## src/rtl/spi_host_regs.sv

```systemverilog
module spi_host_regs #(
  parameter int CLK_DIV = 4,
  parameter int NUM_CS  = 4,
  parameter int DEPTH   = 16
) (
  input  logic              clk,
  input  logic              rst_n,
  input  logic              bus_wr,
  input  logic              bus_rd,
  input  logic [6:0]        bus_addr,
  input  logic [31:0]       bus_wdata,
  output logic [31:0]       bus_rdata,
  output logic              sclk,
  output logic              mosi,
  input  logic              miso,
  output logic [NUM_CS-1:0] cs_n
);
  localparam int AW   = $clog2(DEPTH);
  localparam int CW   = AW + 1;
  localparam int DIVW = (CLK_DIV > 1) ? $clog2(CLK_DIV) : 1;
  localparam logic [DIVW-1:0] DIV_END  = DIVW'(CLK_DIV - 1);
  localparam logic [CW-1:0]   FULL_CNT = CW'(DEPTH);
  localparam logic [9:0]      CTRL_RST = 10'h180;

  localparam logic [6:0] A_GIE = 7'h1C, A_ISR = 7'h20, A_IER = 7'h28, A_SRR = 7'h40;
  localparam logic [6:0] A_CTL = 7'h60, A_STA = 7'h64, A_TXD = 7'h68, A_RXD = 7'h6C;
  localparam logic [6:0] A_SEL = 7'h70, A_TOC = 7'h74, A_ROC = 7'h78;

  logic [9:0]        ctrl;
  logic [NUM_CS-1:0] ssr;
  logic [31:0]       gie_q, isr_q, ier_q;

  logic [7:0]    tx_mem [DEPTH];
  logic [7:0]    rx_mem [DEPTH];
  logic [AW-1:0] tx_wp, tx_rp, rx_wp, rx_rp;
  logic [CW-1:0] tx_cnt, rx_cnt;

  logic            busy, sclk_q;
  logic [DIVW-1:0] div_cnt;
  logic [3:0]      edge_cnt;
  logic [2:0]      out_idx;
  logic [7:0]      byte_q, rx_sr;

  wire srst    = bus_wr && bus_addr == A_SRR && bus_wdata == 32'h0000_000A;
  wire wr_ctl  = bus_wr && bus_addr == A_CTL;
  wire tx_full = tx_cnt == FULL_CNT;
  wire rx_full = rx_cnt == FULL_CNT;
  wire tx_push = bus_wr && bus_addr == A_TXD && !tx_full && !ctrl[5];
  wire go      = !busy && ctrl[1] && ctrl[2] && !ctrl[8] && tx_cnt != '0;
  wire rx_pop  = bus_rd && bus_addr == A_RXD && rx_cnt != '0;

  wire tick  = busy && div_cnt == DIV_END;
  wire lead  = !edge_cnt[0];
  wire samp  = tick && (lead ^ ctrl[4]);
  wire shift = tick && !samp && !(ctrl[4] ? edge_cnt == 4'd0 : edge_cnt == 4'd15);
  wire last  = tick && edge_cnt == 4'd15;

  wire       din     = ctrl[0] ? mosi : miso;
  wire [7:0] rx_next = ctrl[9] ? {din, rx_sr[7:1]} : {rx_sr[6:0], din};
  wire [7:0] rx_done = samp ? rx_next : rx_sr;
  wire       rx_push = last && !rx_full && !ctrl[6];

  assign mosi = ctrl[9] ? byte_q[out_idx] : byte_q[3'd7 - out_idx];
  assign sclk = busy ? sclk_q : ctrl[3];
  assign cs_n = (ctrl[7] || busy) ? ssr : '1;

  always_comb begin
    bus_rdata = '0;
    case (bus_addr)
      A_GIE: bus_rdata = gie_q;
      A_ISR: bus_rdata = isr_q;
      A_IER: bus_rdata = ier_q;
      A_CTL: bus_rdata = {22'd0, ctrl};
      A_STA: bus_rdata = {26'd0, 1'b1, 1'b0, tx_full, tx_cnt == '0, rx_full, rx_cnt == '0};
      A_RXD: bus_rdata = (rx_cnt != '0) ? {24'd0, rx_mem[rx_rp]} : '0;
      A_SEL: bus_rdata = {{(32-NUM_CS){1'b0}}, ssr};
      A_TOC: bus_rdata = {{(32-CW){1'b0}}, tx_cnt};
      A_ROC: bus_rdata = {{(32-CW){1'b0}}, rx_cnt};
      default: bus_rdata = '0;
    endcase
  end

  always_ff @(posedge clk or negedge rst_n) begin
    if (!rst_n) begin
      ctrl <= CTRL_RST; ssr <= '1; gie_q <= '0; isr_q <= '0; ier_q <= '0;
    end else if (srst) begin
      ctrl <= CTRL_RST; ssr <= '1; gie_q <= '0; isr_q <= '0; ier_q <= '0;
    end else begin
      if (wr_ctl) ctrl <= bus_wdata[9:0];
      else        ctrl[6:5] <= 2'b00;
      if (bus_wr && bus_addr == A_SEL) ssr   <= bus_wdata[NUM_CS-1:0];
      if (bus_wr && bus_addr == A_GIE) gie_q <= bus_wdata;
      if (bus_wr && bus_addr == A_ISR) isr_q <= bus_wdata;
      if (bus_wr && bus_addr == A_IER) ier_q <= bus_wdata;
    end
  end

  always_ff @(posedge clk) begin
    if (tx_push) tx_mem[tx_wp] <= bus_wdata[7:0];
    if (rx_push) rx_mem[rx_wp] <= rx_done;
  end

  always_ff @(posedge clk or negedge rst_n) begin
    if (!rst_n) begin
      tx_wp <= '0; tx_rp <= '0; tx_cnt <= '0;
    end else if (srst || ctrl[5]) begin
      tx_wp <= '0; tx_rp <= '0; tx_cnt <= '0;
    end else begin
      if (tx_push) tx_wp <= tx_wp + 1'b1;
      if (go)      tx_rp <= tx_rp + 1'b1;
      case ({tx_push, go})
        2'b10:   tx_cnt <= tx_cnt + 1'b1;
        2'b01:   tx_cnt <= tx_cnt - 1'b1;
        default: tx_cnt <= tx_cnt;
      endcase
    end
  end

  always_ff @(posedge clk or negedge rst_n) begin
    if (!rst_n) begin
      rx_wp <= '0; rx_rp <= '0; rx_cnt <= '0;
    end else if (srst || ctrl[6]) begin
      rx_wp <= '0; rx_rp <= '0; rx_cnt <= '0;
    end else begin
      if (rx_push) rx_wp <= rx_wp + 1'b1;
      if (rx_pop)  rx_rp <= rx_rp + 1'b1;
      case ({rx_push, rx_pop})
        2'b10:   rx_cnt <= rx_cnt + 1'b1;
        2'b01:   rx_cnt <= rx_cnt - 1'b1;
        default: rx_cnt <= rx_cnt;
      endcase
    end
  end

  always_ff @(posedge clk or negedge rst_n) begin
    if (!rst_n) begin
      busy <= 1'b0; sclk_q <= 1'b0; div_cnt <= '0; edge_cnt <= '0;
      out_idx <= '0; byte_q <= '0; rx_sr <= '0;
    end else if (srst || !ctrl[1]) begin
      busy <= 1'b0; div_cnt <= '0; edge_cnt <= '0; out_idx <= '0;
    end else if (go) begin
      busy     <= 1'b1;
      byte_q   <= tx_mem[tx_rp];
      sclk_q   <= ctrl[3];
      div_cnt  <= '0;
      edge_cnt <= '0;
      out_idx  <= '0;
      rx_sr    <= '0;
    end else if (busy) begin
      if (tick) begin
        div_cnt  <= '0;
        sclk_q   <= ~sclk_q;
        edge_cnt <= edge_cnt + 1'b1;
        if (samp)  rx_sr   <= rx_next;
        if (shift) out_idx <= out_idx + 1'b1;
        if (last)  busy    <= 1'b0;
      end else begin
        div_cnt <= div_cnt + 1'b1;
      end
    end
  end
endmodule

```

## config.mk

```make
export PLATFORM = sky130hd
export DESIGN_NAME = spi_host_regs
export DESIGN_NICKNAME = d
export VERILOG_FILES = /design/src/rtl/spi_host_regs.sv
export SDC_FILE = /design/constraint.sdc
export NUM_CORES = 1
export LEC_CHECK = 0
export ABC_AREA = 1
export ABC_CLOCK_PERIOD_IN_PS = 3710
export CAP_MARGIN = 25
export CORE_AREA = 2 2 195 197
export CTS_BUF_LIST = sky130_fd_sc_hd__clkbuf_8
export DETAILED_ROUTE_END_ITERATION = 6
export DIE_AREA = 0 0 197 199
export DONT_BUFFER_PORTS = 1
export PLACE_DENSITY = 0.71
export SYNTH_ARGS = -nofsm -noshare
export SYNTH_HDL_FRONTEND = slang
export SYNTH_SLANG_ARGS = --single-unit
export TNS_END_PERCENT = 50
```

## constraint.sdc

```tcl
create_clock -name clk -period 3.71 [get_ports clk]
set_clock_uncertainty 0.15 [all_clocks]
set_input_delay 0.1855 -clock clk [delete_from_list [all_inputs] [get_ports clk]]
set_output_delay 0.1855 -clock clk [all_outputs]
set_load 0.005 [all_outputs]
```

==> metrics.md <==
| Metric | Value |
|---|---|
| Die height | 199 microns |
| Worst skew pair latency | 640 ps |
| Non-Filler Instances | 2331 |
| Reg2Reg Setup Slack | 620 ps |
| Die area | 39200 sq um |
| Syn_nets | 1810 |
| Register area share after synthesis | 64.0% |
| DP Cell Count | 2154 |
| Max Transition Viols Final | 0 |
| Failing checks | hold timing |
| Vias/cell | 5.79 |
| Die width | 197 microns |
| Synth async-reset ratio | 38.9% |
| RR Endpoint | rx_cnt[4] |
| Worst EP arrival | 3190 ps |
| Vias | 13.5k |
| Multi-input logic area | 5520 sq um |
| Worst setup EP type | primary output |
| Main synth FF type | edfxtp_1 |
| Share of post-route cells with drive strength above 1 | 8.46% |
| CTS tree | built |
| Worst path required time | 3370 ps |
| Maximum root-to-sink buffer count | 3 |
| Hold crit path type | in -> async |
| # clock sinks | 419 |
| Vias in the first global route | 13.0k |
| Synthesized area | 18400 sq um |
| Worst-path maximum fanout | 19 |
| Routed WL | 46.2 mm |
| Root Buffer | clkbuf_8 |
| Fmax | 0.284 GHz |
| Post-layout min period | 3520 ps |
| DR WL/cell | 19.8 microns |
| Setup CP Type | in -> out |
| CTS Hold Buffers Added | 46 |
| CP max stage delay | 580 ps |
| Status | complete, but fails checks |
| Worst-Margin Slew | 950 ps |
| Dpl hpwl | 28.3 mm |
| TNS Setup | 0 ps |
| Largest net degree at the start of global routing | 164 |
| Slowest cell on crit path | dlygate4sd3_1 |
| Port Buffers | 0 |
| Dpl ws | 643 ps |
| Max-cap viol count | 0 |
| DRT iter0 DRCs | 1332 |
| Final hold viol count | 163 |
| Nets | 1863 |
| Static Leak | 0.00857 uW |
| Max_slew headroom | 36.6% |
| WHS | -881 ps |
| YS warnings | 0 |
| Area delta synth->final | 11.8% |
| Unrepaired setup endpoints after global routing | false |
| Main area contributors after synthesis | edfxtp_1 (42%), dfrtp_1 (21%), nand2_1 (4.8%), o21ai_0 (4.8%), nor2_1 (4.2%) |
| Total grt overflow | 0 |
| CP Cell Sequence | dlygate4sd3_1, nor2_4, dlygate4sd3_1, inv_1, nor2_4, nand2_1, buf_4, o22ai_1, a21oi_1, nand4_1 |
| Yosys cell types | 46 |
| Top cell type's share of synthesized area | 41.8% |
| Fill cells | 3088 |
| H-Tree Depth | 3 |
| Top Ports | 82 |
| EDFF count, synth | 256 |
| Most numerous cell in the Yosys netlist | edfxtp_1 |
| Peak VDD IR | 0.000338 V |
| # DRC | 0 |
| Core Region | 37100 sq um |
| PwrDens | 561 nW/um^2 |
| Setup Fix Bufs, Post-CTS | 0 |
| All-Layer GR Usage | 24.2% |
| Reg area | 11800 sq um |
| Startpoint Class | primary input |
| First-pass GRT wire length | 73.2 mm |
| Worst setup margin | 189 ps |
| Initial core utilization | 49.5% |
| Rows | 71 |
| Worst-path clk slew | 60 ps |
| CTS Buf Count | 70 |
| Synth Register Bits | 419 |
| Final Wtd Congestion | 0.914 |
| Yosys top cell by area | edfxtp_1 |
| Final period util | 94.9% |
| Crit path launch | bus_addr[0] |
| Post-synth top cells | edfxtp_1 (256), nand2_1 (236), nor2_1 (204), o21ai_0 (177), inv_1 (170) |
| FF-to-FF Start | edge_cnt[0] |
| Initial antenna violation count | 2 |
| Final setup viols | 0 |
| R2R cell count | 15 |
| Synthesized netlist cell count | 1745 |
| Mapped Avg Cell Area | 10.5 sq um |
| 1st-pass router iterations | 5 |
| ANT nets after route | 0 |
| Layout Utilization | 55.4% |
[where the power goes]
| part | internal, uW | leakage [uW] | switching [uW] |
|---|---|---|---|
| clock network | 2000 | 0.000803 | 1870 |
| registers | 5280 | 0.00446 | 229 |
| logic | 688 | 0.00331 | 1460 |
| total | 7970 | 0.00857 | 3560 |
[layout make-up]
| class | instances | share of cell area [%] |
|---|---|---|
| well taps | 474 | 2.88 |
| clock inverters | 56 | 1.61 |
| clock buffers | 73 | 4.89 |
| diodes | 2 | 0.0243 |
| multi-input cells | 1055 | 26.8 |
| flip-flops and latches | 419 | 57.3 |
| repair buffers | 70 | 3.12 |
| inverters | 182 | 3.36 |
[cells by family after synthesis]
logic type               Yosys count  share of synthesized area (%)
AO/OA/AOI/OAI                    430                           14.1
XOR/XNOR                          14                          0.667
adder cells (fa/ha/maj)           21                           1.47
buffers and inverters            271                           5.98
flip-flops                       419                           64.0
AND/OR/NAND/NOR                  590                           13.8
[placed cells by master (no fill, tap or decap), types with 6 or more instances in the layout]
| cell | n |
|---|---|
| a21oi_1 | 29 |
| buf_4 | 24 |
| clkbuf_8 | 73 |
| clkinv_1 | 10 |
| clkinv_2 | 7 |
| dfrtp_1 | 156 |
| dfstp_2 | 6 |
| dlygate4sd3_1 | 46 |
| edfxtp_1 | 256 |
| ha_1 | 20 |
| inv_1 | 203 |
| inv_2 | 7 |
| nand2_1 | 236 |
| nand2_2 | 6 |
| nand3_1 | 95 |
| nand4_1 | 11 |
| nor2_1 | 204 |
| nor2_2 | 7 |
| nor3_1 | 9 |
| o211ai_1 | 18 |
| o21ai_0 | 173 |
| o21ai_1 | 43 |
| o221ai_1 | 63 |
| o22ai_1 | 89 |
| xor2_1 | 12 |
[flip-flops by register name (all words and copies together) (netlist names)]
signal / count
rx_mem: 128
tx_mem: 128
gie_q: 32
ier_q: 32
isr_q: 32
ctrl: 10
byte_q: 8
rx_sr: 8
rx_cnt: 5
tx_cnt: 5
edge_cnt: 4
rx_rp: 4
rx_wp: 4
ssr: 4
tx_rp: 4
tx_wp: 4
out_idx: 3
div_cnt: 2
busy: 1
sclk_q: 1
[per-layer routing]
metal / up-vias / part of all wire [%] / GRT usage (%)
li1: 6269 / - / -
met1: 6563 / 42 / 33.2
met5: - / 0 / 0
met3: 75 / 8.2 / 6.05
met4: 0 / 2.0 / 8.16
met2: 582 / 48 / 37.9
[what timing repair did]
action                                  in CTS  in global routing
endpoints found under the setup margin       0                  1
hold endpoints to repair                   411                163
gates resized for setup                      0                  1
[how the worst max path moves through the flow]
| stage | depth (start not counted) | slack, ps | endpoint |
|---|---|---|---|
| 6_report | 10 | 190 | bus_rdata[5] |
| 5_1_grt | 13 | 20 | isr_q[9] |
| 4_1_cts | 17 | 210 | rx_cnt[4] |
| 3_5_place_dp | 15 | 640 | rx_cnt[4] |
| 3_3_place_gp | 15 | 720 | rx_cnt[4] |
| 2_1_floorplan | 14 | 970 | rx_cnt[4] |
[worst max-delay path, delay by kind of cell]
family                 cells  cell delay, ps
AOI/OAI and AO/OA          2             260
buffers and inverters      4            1670
and+or+nand+nor            4            1030
[stage by stage]
stage / power (uW) / area, sq um
2_1_floorplan: 7060 / 18400
3_3_place_gp: 7610 / 18800
3_5_place_dp: 7670 / 18800
4_1_cts: 11600 / 20500
5_1_grt: 12100 / 20600
6_report: 11500 / 20600
Power figures use the tool's default switching activity.
